[config.mk]
export PLATFORM = sky130hd
export DESIGN_NAME = osc_guard
export DESIGN_NICKNAME = d
export VERILOG_FILES = /design/src/rtl/osc_guard_pkg.sv /design/src/rtl/osc_ctl_reg.sv /design/src/rtl/osc_switch_timer.sv /design/src/rtl/osc_illegal_det.sv /design/src/rtl/osc_guard.sv
export SDC_FILE = /design/constraint.sdc
export NUM_CORES = 1
export LEC_CHECK = 0
export BUFFER_PORTS_ARGS = -buffer_cell sky130_fd_sc_hd__buf_2
export CAP_MARGIN = 20
export CORE_AREA = 2 2 39 41
export CTS_BUF_LIST = sky130_fd_sc_hd__clkbuf_4 sky130_fd_sc_hd__clkbuf_8
export DETAILED_ROUTE_END_ITERATION = 10
export DIE_AREA = 0 0 41 43
export PLACE_DENSITY = 0.64
export SLEW_MARGIN = 20
export SYNTH_ARGS = -nofsm -noshare
export SYNTH_HDL_FRONTEND = slang
export SYNTH_SLANG_ARGS = --single-unit
[constraint.sdc]
create_clock -name clk -period 1.8 [get_ports clk]
set_input_delay 0.27 -clock clk [delete_from_list [all_inputs] [get_ports clk]]
set_output_delay 0.27 -clock clk [all_outputs]
set_load 0.1 [all_outputs]
[src/rtl/osc_guard_pkg.sv]
package osc_guard_pkg;

  typedef struct packed {
    logic pin_osc;  // 1: fast oscillator pins belong to the oscillator
    logic sel_lf;   // 1: slow clock selected as main clock
    logic lf_en;    // slow oscillator enable
    logic hf_en;    // fast oscillator enable
  } osc_ctl_t;

  localparam osc_ctl_t CTL_DEFAULT = '{pin_osc: 1'b1, sel_lf: 1'b0, lf_en: 1'b0, hf_en: 1'b1};

endpackage

[src/rtl/osc_ctl_reg.sv]
module osc_ctl_reg
  import osc_guard_pkg::*;
(
  input  logic     clk,
  input  logic     rst_n,
  input  logic     clr,
  input  logic     wr_en,
  input  osc_ctl_t wr_data,
  output osc_ctl_t q
);

  osc_ctl_t q_nxt;
  logic     q_ld;

  always_comb begin
    q_ld  = clr | wr_en;
    q_nxt = clr ? CTL_DEFAULT : wr_data;
  end

  always_ff @(posedge clk or negedge rst_n) begin
    if (!rst_n)    q <= CTL_DEFAULT;
    else if (q_ld) q <= q_nxt;
  end

  // a reset request restores the default word and discards a concurrent write
  assert_clr_restores_default_R8: assert property (@(posedge clk) disable iff (!rst_n)
    $past(clr) |-> (q == CTL_DEFAULT));

endmodule

[src/rtl/osc_switch_timer.sv]
module osc_switch_timer #(
  parameter int SW_DELAY = 8
) (
  input  logic clk,
  input  logic rst_n,
  input  logic clr,
  input  logic sel_lf,
  output logic act_lf,
  output logic busy
);

  localparam int CNT_W = (SW_DELAY > 1) ? $clog2(SW_DELAY) : 1;
  localparam logic [CNT_W-1:0] LAST = CNT_W'(SW_DELAY - 1);

  logic [CNT_W-1:0] cnt, cnt_nxt;
  logic             act_nxt;

  always_comb begin
    busy    = sel_lf ^ act_lf;
    act_nxt = act_lf;
    cnt_nxt = '0;
    if (clr) begin
      act_nxt = 1'b0;
    end else if (busy) begin
      if (cnt == LAST) act_nxt = sel_lf;
      else             cnt_nxt = cnt + 1'b1;
    end
  end

  always_ff @(posedge clk or negedge rst_n) begin
    if (!rst_n) begin
      act_lf <= 1'b0;
      cnt    <= '0;
    end else begin
      act_lf <= act_nxt;
      cnt    <= cnt_nxt;
    end
  end

  // the active clock moves only after a pending hand-over or a reset request
  assert_act_moves_when_pending_R5: assert property (@(posedge clk) disable iff (!rst_n)
    !$stable(act_lf) |-> ($past(busy) || $past(clr)));

  // the delay counter never passes its limit
  assert_cnt_in_range_R5: assert property (@(posedge clk) disable iff (!rst_n)
    cnt <= LAST);

endmodule

[src/rtl/osc_illegal_det.sv]
module osc_illegal_det
  import osc_guard_pkg::*;
(
  input  logic     clk,
  input  logic     rst_n,
  input  osc_ctl_t ctl,
  input  logic     act_lf,
  output logic     illegal
);

  logic need_lf, need_hf;
  logic no_osc, lf_missing, hf_missing, pin_clash;

  always_comb begin
    need_lf    = ctl.sel_lf | act_lf;
    need_hf    = ~ctl.sel_lf | ~act_lf;
    no_osc     = ~ctl.hf_en & ~ctl.lf_en;
    lf_missing = need_lf & ~ctl.lf_en;
    hf_missing = need_hf & ~ctl.hf_en;
    pin_clash  = ctl.hf_en & ~ctl.pin_osc;
    illegal    = no_osc | lf_missing | hf_missing | pin_clash;
  end

  // the power-on state is legal
  assert_default_legal_R7: assert property (@(posedge clk) disable iff (!rst_n)
    (ctl == CTL_DEFAULT && !act_lf) |-> !illegal);

  // pins given to the port while the fast oscillator runs
  assert_pin_clash_R4: assert property (@(posedge clk) disable iff (!rst_n)
    (ctl.hf_en && !ctl.pin_osc) |-> illegal);

endmodule

[src/rtl/osc_guard.sv]
module osc_guard
  import osc_guard_pkg::*;
#(
  parameter int SW_DELAY = 8
) (
  input  logic       clk,
  input  logic       rst_n,
  input  logic       wr_en,
  input  logic [3:0] wr_data,
  output logic [3:0] ctl_q,
  output logic       act_lf,
  output logic       sw_busy,
  output logic       rst_req
);

  osc_ctl_t ctl;
  logic     illegal;

  osc_ctl_reg u_reg (
    .clk     (clk),
    .rst_n   (rst_n),
    .clr     (illegal),
    .wr_en   (wr_en),
    .wr_data (osc_ctl_t'(wr_data)),
    .q       (ctl)
  );

  osc_switch_timer #(.SW_DELAY(SW_DELAY)) u_tmr (
    .clk    (clk),
    .rst_n  (rst_n),
    .clr    (illegal),
    .sel_lf (ctl.sel_lf),
    .act_lf (act_lf),
    .busy   (sw_busy)
  );

  osc_illegal_det u_det (
    .clk     (clk),
    .rst_n   (rst_n),
    .ctl     (ctl),
    .act_lf  (act_lf),
    .illegal (illegal)
  );

  assign ctl_q   = ctl;
  assign rst_req = illegal;

  // the reset request is a single-cycle pulse
  assert_req_single_R8: assert property (@(posedge clk) disable iff (!rst_n)
    rst_req |=> !rst_req);

  // the cycle after a request shows the default state
  assert_req_then_default_R8: assert property (@(posedge clk) disable iff (!rst_n)
    rst_req |=> (ctl_q == 4'b1001 && !act_lf && !sw_busy));

  // during a pending switch the still-active fast clock must stay enabled
  assert_pending_active_hf_R6: assert property (@(posedge clk) disable iff (!rst_n)
    (sw_busy && !act_lf && !ctl.hf_en) |-> rst_req);

endmodule

==> flow_metrics.py, run 1 <==
metrics = {
    "sta": {
        "max_freq_mhz": 574,
        "rsz0062_at_grt": "no",
        "setup_viol": 0,
        "fin_skew_ps": 0.767,
        "maxSlewHeadroom": 0.678,
        "fin_crit_ps": 1740,
        "fin_crit_sh": 0.969,
        "finalHoldViolCount": 0,
        "slew_viol_final": 0,
        "tightestPinTransition_ps": 487,
        "tns_ps": 0,
    },
    "logic_synthesis": {
        "synthTopCellsByArea": "dfrtp_1, dfstp_2, ha_1",
        "synth_edf_count": 0,
        "synth-compound-area-share": 0.203,
        "seq_area_frac_synth": 0.470,
        "syn-cell-area_sq_um": 432,
        "yosys_warnings": 0,
        "syn_area_per_cell_sq_um": 12.3,
        "synth_fp_nets": 46,
        "synth-seq-cells": 8,
        "synth_ff_type": "dfrtp_1",
        "synth_top_family_by_area": "compound AO/OA/AOI/OAI gates",
        "synth-simple-area-share": 0.122,
        "syn-instance-count": 35,
        "async_reset_ff_frac": 1.00,
        "synth_top_area_frac": 0.348,
        "synthAdderAreaFrac": 0.116,
        "synthXorXnorAreaFrac": 0,
        "synth_cell_type_count": 18,
        "synth_mux_area_frac": 0.0464,
        "synth_top_area_cell": "dfrtp_1",
    },
    "clocking": {
        "htreeDepth": 1,
        "cts_tree": "yes",
        "insertion_delay_ps": 250,
        "ctsHoldBuffers": 1,
        "path_clk_slew_ps": 50,
        "postCtsSetupBuffers": 0,
        "cts_buffers": 3,
        "clkSinkCount": 8,
        "cts_resized": 0,
        "clk_path_buf_depth": 2,
        "cts-root-buf": "clkbuf_4",
    },
    "critical_path": {
        "critPathRequiredTime_ps": 1530,
        "path_buf_inv": 2,
        "cp_cell_sequence": "inv_1 > ha_4 > buf_2",
        "worst_setup_path_end_kind": "primary output",
        "cp-start-kind": "register",
        "arrival_ps": 1470,
        "worst-path-max-fanout": 6,
        "slowest_stage": "buf_2",
        "crit_type": "register to primary output",
        "crit_family": "buffers and inverters",
        "cpPeakStageDelay_ps": 420,
    },
    "floorplan": {
        "initial_core_util": 0.312,
        "die_h_microns": 43,
        "ios": 14,
        "core_area_sq_um": 1380,
        "die_w_microns": 41,
        "row_count": 14,
        "dieArea_sq_um": 1760,
    },
    "layout": {
        "area_growth_pct": 37.1,
        "nets": 65,
        "multi_input_area_sq_um": 233,
        "num_antenna_cells": 0,
        "layout_common_cells": "buf_2, dfrtp_1",
        "final_common_cell": "buf_2",
        "drive_above_1_share": 0.519,
        "fillers": 137,
        "regArea_sq_um": 208,
    },
    "global_routing": {
        "grtUsageTotal": 0.123,
        "grt_pass1_wl_microns": 1470,
        "grtUsageMet1": 0.185,
        "grt_use_met3": 0.0157,
        "grt_antenna_before_repair": 0,
        "grt-ovfl-total": 0,
        "grt_max_degree": 10,
        "grt-busiest-layer": "met1",
        "met2_usage": 0.159,
        "grt_pass1_vias": 339,
    },
    "routing": {
        "drt_iter0_markers": 1,
        "vias_per_cell": 4.97,
        "drt_wl_total_microns": 891,
        "drt_first_pass_iters": 2,
        "antenna_left": 0,
        "route.vias.total": 338,
        "route.detailed.drc": 0,
        "post_drt_wl_per_cell_microns": 13.1,
    },
    "place": {
        "hpwl_microns": 661,
        "gp_congestion": 0.675,
        "io_buffer_count": 13,
    },
    "run": {
        "cap_violations": 0,
    },
    "hold_path": {
        "hold_class": "input pin to register",
    },
    "status": {
        "outcome": "finished, final reports clean",
    },
}
[registers in the layout, summed over array words and instances, names as in the netlist]
signal / count
u_tmr.cnt: 3
u_tmr.act_lf: 1
u_reg.q: 4
[layout make-up]
cell class / count / share of cell area
Sequential cell: 8 / 0.351
Tap cell: 16 / 0.0338
Timing Repair Buffer: 15 / 0.165
Multi-Input combinational cell: 23 / 0.393
Clock buffer: 3 / 0.0381
Inverter: 3 / 0.0190
[metal layers]
layer  routed length [microns]  up-vias
met5                         0        -
met4                         0        0
met2                       437        9
met1                       396      166
li1                          -      163
met3                        57        0
[logic make-up (layout without fill, tap and decap cells)]
group / count (synthesis) / count (layout)
compound gates: 10 / 10
fa+ha+maj: 4 / 4
buf+inv: 4 / 21
flops: 8 / 8
mux: 2 / 2
simple gates: 7 / 7
[through the flow]
stage	cells	hold slack [ps]	setup slack, ps	util	area [sq um]
floorplan	35	-25.6	6.84	-	459
global placement	64	124	339	0.404	559
detailed placement	64	125	318	0.404	559
CTS	68	254	32.8	0.428	592
global route	68	268	3.58	0.428	592
finish	68	261	56.5	0.428	592
[synth_stat cells (all sizes together), types with 2 or more instances]
cell type,number
a21oi,3
dfrtp,6
dfstp,2
ha,4
mux2i,2
a221o,2
nand2,2
inv,3
nor2b,2
[path summary, 6_finish.rpt]
kind	slack (ps)	from	depth (start not counted)	end
max	60	u_reg.q[2]	3	sw_busy
min	260	wr_data[0]	2	u_reg.q[0]
max in group asynchronous	1150	rst_n	2	u_reg.q[0]
max reg2reg	440	u_tmr.act_lf	5	u_tmr.cnt[0]
min reg2reg	460	u_tmr.cnt[0]	1	u_tmr.cnt[0]
min in group asynchronous	410	rst_n	2	u_tmr.act_lf
Power of run 1 is not shown: default switching activity piles up to over one toggle a cycle in this logic, so the estimate is an artifact.
==> inputs of run 2 (changes only) <==
Settings changed: REMOVE_ABC_BUFFERS from default to 1.
==> run 2 against run 1 <==
Setup slack improved by 11 ps. Cell count rose by 2.9%. Register-to-register slack barely moved. Sequential share of layout area fell by 0.99 points. Count of clock-buffer cells in the layout rose by 1. Hold slack got worse by 21 ps. First-iteration DRC count rose to 3.0 times the previous value. Design area rose by 0.42%.
==> flow_metrics.py, run 2 (same netlist as run 1, synthesis figures left out) <==
metrics = {
    "floorplan": {
        "ios": 14,
        "initial_core_util": 0.312,
        "dieArea_sq_um": 1760,
        "row_count": 14,
        "core_area_sq_um": 1380,
        "die_h_microns": 43,
        "die_w_microns": 41,
    },
    "routing": {
        "drt_first_pass_iters": 4,
        "drt_iter0_markers": 3,
        "antenna_left": 0,
        "vias_per_cell": 4.74,
        "route.detailed.drc": 0,
        "route.vias.total": 332,
        "drt_wl_total_microns": 873,
        "post_drt_wl_per_cell_microns": 12.5,
    },
    "critical_path": {
        "worst-path-max-fanout": 5,
        "slowest_stage": "dfrtp_1",
        "crit_type": "register to primary output",
        "critPathRequiredTime_ps": 1530,
        "cpPeakStageDelay_ps": 400,
        "cp_cell_sequence": "inv_1 > ha_1 > o211ai_2 > and2_2 > buf_12",
        "cp-start-kind": "register",
        "worst_setup_path_end_kind": "primary output",
        "worstReg2RegStart": "u_reg.q[2]",
        "reg2reg_slack_ps": 430,
        "r2r-end": "u_tmr.cnt[0]",
        "arrival_ps": 1460,
        "r2r_cells": 4,
    },
    "place": {
        "hpwl_microns": 637,
        "gp_congestion": 0.699,
        "io_buffer_count": 13,
    },
    "hold_path": {
        "hold_class": "input pin to register",
        "holdPathStages": 2,
        "hold_start": "wr_data[0]",
        "min_to": "u_reg.q[0]",
    },
    "sta": {
        "slew_viol_final": 0,
        "max_freq_mhz": 577,
        "maxSlewHeadroom": 0.676,
        "fin_crit_sh": 0.962,
        "tns_ps": 0,
        "fin_skew_ps": 9.11,
        "setup_viol": 0,
        "tightestPinTransition_ps": 490,
        "finalHoldViolCount": 0,
        "fin_crit_ps": 1730,
    },
    "clocking": {
        "cts_buffers": 3,
        "insertion_delay_ps": 270,
        "path_clk_slew_ps": 50,
        "clk_path_buf_depth": 2,
        "clkSinkCount": 8,
        "cts-root-buf": "clkbuf_4",
        "cts_resized": 0,
        "htreeDepth": 1,
        "cts_tree": "yes",
    },
    "status": {
        "outcome": "finished, final reports clean",
    },
    "layout": {
        "drive_above_1_share": 0.481,
        "fillers": 140,
        "num_antenna_cells": 0,
        "layout_common_cells": "buf_2, dfrtp_1, ha_1, clkbuf_4",
        "area_growth_pct": 37.7,
        "final_common_cell": "buf_2",
        "reg_top3": "u_reg.q (4), u_tmr.cnt (3), u_tmr.act_lf (1)",
        "largest_register_ffs": 4,
        "largest_register": "u_reg.q",
        "nets": 66,
    },
    "global_routing": {
        "grt_pass1_vias": 338,
        "grt_pass1_wl_microns": 1460,
        "grtUsageTotal": 0.132,
        "grt_max_degree": 10,
        "grt_antenna_before_repair": 0,
        "grt-ovfl-total": 0,
    },
    "run": {
        "cap_violations": 0,
    },
}
[run 2: metal layers]
metal  global-route usage  vias up  part of all wire
met5                    0        -                 0
met3               0.0471        3             0.050
li1                     -      166                 -
met1                0.187      153              0.43
met4                0.100        0             0.027
met2                0.156       10              0.49
[run 2: critical path, delay by kind of cell (launching register included)]
kind                       cells  cell delay [ps]
AOI/OAI and AO/OA              1              180
adders and majority gates      1              190
buffers and inverters          2              230
DFF                            1              400
and+or+nand+nor                1              190
[run 2: cell type report]
class / instances / area, sq um / area share
Clock buffer: 4 / 30.0 / 0.0505
Inverter: 3 / 11.3 / 0.0189
Multi-Input combinational cell: 23 / 210 / 0.354
Sequential cell: 8 / 203 / 0.341
Tap cell: 16 / 20.0 / 0.0337
Timing Repair Buffer: 16 / 120 / 0.202
[run 2: worst max path at each step]
stage / slack [ps] / from / end / cells past startpoint
final: 70 / u_reg.q[2] / rst_req / 5
after global routing: -2 / u_reg.q[2] / rst_req / 5
after CTS: 50 / u_reg.q[2] / rst_req / 5
after detailed placement: 350 / u_reg.q[2] / rst_req / 5
after global placement: 340 / u_tmr.act_lf / rst_req / 5
after floorplan: -760 / u_reg.q[2] / u_tmr.cnt[0] / 4
[run 2: through the flow]
step,area (sq um),utilization,hold WS (ps),setup slack [ps],std cells
finish,594,0.429,241,67.6,70
global route,594,0.429,238,-1.84,70
CTS,587,0.424,240,50.5,69
detailed placement,547,0.395,123,346,64
global placement,547,0.395,122,337,64
floorplan,424,-,-25.6,-756,34
[run 2: repair_timing]
item | 4_1_cts | 5_1_grt
hold endpoints to repair | 6 | 0
hold buffers | 1 | 0
setup buffers | 0 | 1
setup endpoints to repair | 0 | 1
Power of run 2 is left out for the same reason.
==> inputs of run 3 (changes only) <==
Settings changed: PLACE_DENSITY 0.64 to 0.59, SYNTH_HIERARCHICAL from default to 1.
==> run 3 against run 2 <==
The run now ends with setup timing left. First-iteration DRC count is 130% higher. Global-route usage decreased by 1.2 points. Clock skew hardly changed. Critical endpoint unchanged. Sequential share of layout area increased by 3.9 points. Setup slack lost 80 ps. Non-clock buffer count stayed put. Via count shrank 14%.
==> flow_metrics.py, run 3 <==
metrics = {
    "status": {
        "outcome": "finished with violations",
        "violations": "setup timing",
    },
    "critical_path": {
        "crit_type": "register to primary output",
        "crit_end": "rst_req",
        "crit_family": "flip-flops",
        "cp-start-kind": "register",
        "slowest_stage": "dfstp_2",
        "startpoint": "u_reg/q[0]",
        "reg2reg_slack_ps": 320,
        "r2r-end": "u_tmr/cnt[0]",
        "cp.depth": 3,
        "r2r_cells": 4,
        "worst-path-max-fanout": 5,
        "worst_setup_path_end_kind": "primary output",
        "path_buf_inv": 1,
        "cp_cell_sequence": "and4b_1 > a311oi_2 > buf_12",
        "worstReg2RegStart": "u_reg/q[0]",
        "critPathRequiredTime_ps": 1530,
        "cpPeakStageDelay_ps": 550,
        "arrival_ps": 1540,
    },
    "sta": {
        "setup_viol": 1,
        "fin_crit_ps": 1810,
        "maxSlewHeadroom": 0.677,
        "tns_ps": -12.6,
        "rsz0062_at_grt": "yes",
        "finalWorstSetupSlack_ps": -12.6,
        "fin_crit_sh": 1.01,
        "finalHoldViolCount": 0,
        "max_freq_mhz": 552,
        "hold_slack_ps": 245,
        "slew_viol_final": 0,
        "tightestPinTransition_ps": 488,
        "fin_skew_ps": 9.21,
    },
    "clocking": {
        "postCtsSetupBuffers": 0,
        "path_clk_slew_ps": 50,
        "htreeDepth": 1,
        "clk_path_buf_depth": 2,
        "clkSinkCount": 8,
        "cts_buffers": 3,
        "insertion_delay_ps": 260,
        "cts_tree": "yes",
        "cts-root-buf": "clkbuf_4",
    },
    "logic_synthesis": {
        "synth_edf_count": 0,
        "synth_cell_type_count": 14,
        "async_reset_ff_frac": 1.00,
        "syn_area_per_cell_sq_um": 13.2,
        "synth_top_area_frac": 0.405,
        "yosys_warnings": 6,
        "synth_top_area_cell": "dfrtp_1",
        "synth_common_cells": "dfrtp_1, mux2i_1, nor2_1",
        "synthTopCellsByArea": "dfrtp_1, dfstp_2, mux2i_1",
        "seq_area_frac_synth": 0.547,
        "syn-cell-area_sq_um": 370,
        "syn-instance-count": 28,
        "synth-seq-cells": 8,
        "synthMostInstantiatedCell": "dfrtp_1",
        "synth_ff_type": "dfrtp_1",
    },
    "routing": {
        "drt_first_pass_iters": 2,
        "drt_iter0_markers": 7,
        "antenna_left": 0,
        "route.detailed.drc": 0,
        "route.vias.total": 285,
        "vias_per_cell": 4.45,
        "post_drt_wl_per_cell_microns": 12.0,
        "drt_wl_total_microns": 766,
    },
    "hold_path": {
        "hold_start": "wr_data[0]",
        "hold_class": "input pin to register",
    },
    "layout": {
        "layout_common_cells": "buf_2, dfrtp_1, clkbuf_4, mux2i_1, nor2_1",
        "area_growth_pct": 43.9,
        "fillers": 141,
        "reg_top3": "u_reg/q (4), u_tmr/cnt (3), u_tmr/act_lf (1)",
        "final_common_cell": "buf_2",
        "largest_register": "u_reg/q",
        "nets": 58,
        "largest_register_ffs": 4,
        "instances_no_fill": 64,
        "drive_above_1_share": 0.479,
        "num_antenna_cells": 0,
    },
    "floorplan": {
        "initial_core_util": 0.268,
        "die_h_microns": 43,
        "ios": 14,
        "dieArea_sq_um": 1760,
        "row_count": 14,
        "core_area_sq_um": 1380,
        "die_w_microns": 41,
    },
    "run": {
        "cap_violations": 0,
    },
    "place": {
        "place_inst": 59,
        "hpwl_microns": 543,
        "io_buffer_count": 13,
        "gp_congestion": 0.698,
    },
    "global_routing": {
        "grt-ovfl-total": 0,
        "grt_max_degree": 9,
        "grt_pass1_wl_microns": 1320,
        "grt_pass1_vias": 278,
        "grt_antenna_before_repair": 0,
        "grtUsageTotal": 0.120,
    },
}
## run 3: what timing repair did
item | 4_1_cts | 5_1_grt
hold buffers | 1 | 0
setup endpoints to repair | 1 | 2
endpoints found under the hold margin | 6 | 0
pin swaps | 0 | 0
resized for setup | 0 | 1
## run 3: how the worst min path moves through the flow
stage	to	slack, ps	cells past startpoint
final	u_reg/q[0]	240	2
after global routing	u_reg/q[3]	230	2
after CTS	u_reg/q[0]	230	2
after detailed placement	u_tmr/act_lf	120	1
after global placement	u_tmr/act_lf	120	1
after floorplan	u_reg/q[1]	-30	0
## run 3: final cells by class
cell class	instances	area, sq um	share of cell area
multi-input combinational	19	171	0.322
sequential	8	203	0.380
timing repair buffer	16	105	0.197
clock buffer	4	30.0	0.0563
inverter	1	3.75	0.00704
tap	16	20.0	0.0376
## run 3: cells by family after synthesis
kind of cell | Yosys count | share of synthesized area
AOI/OAI and AO/OA | 3 | 0.0878
muxes | 3 | 0.0811
and+or+nand+nor | 10 | 0.182
DFF | 8 | 0.547
buffers and inverters | 1 | 0.0101
xor gates and xnor gates | 1 | 0.0237
adders and majority gates | 2 | 0.0676
## run 3: through the flow
step / instance area (sq um) / util / setup slack [ps]
after floorplan: 370 / - / -1460
after global placement: 485 / 0.351 / 251
after detailed placement: 485 / 0.351 / 240
after CTS: 526 / 0.380 / -39.7
after global routing: 533 / 0.385 / -88.9
final: 533 / 0.385 / -12.6
## run 3: per-layer routing
metal | global-route usage | part of all wire | vias up
li1 | - | - | 143
met3 | 0.0314 | 0.014 | 2
met1 | 0.163 | 0.46 | 139
met4 | 0.120 | 0.010 | 0
met2 | 0.141 | 0.51 | 1
met5 | 0 | 0 | -
## run 3: worst register-to-register path: cells and delay by family (launching register included)
kind / cells / cell delay [ps]
AND/OR/NAND/NOR: 2 / 270
buffers and inverters: 1 / 230
flip-flops: 1 / 550
AO/OA/AOI/OAI: 1 / 310
Power of run 3 is left out for the same reason.
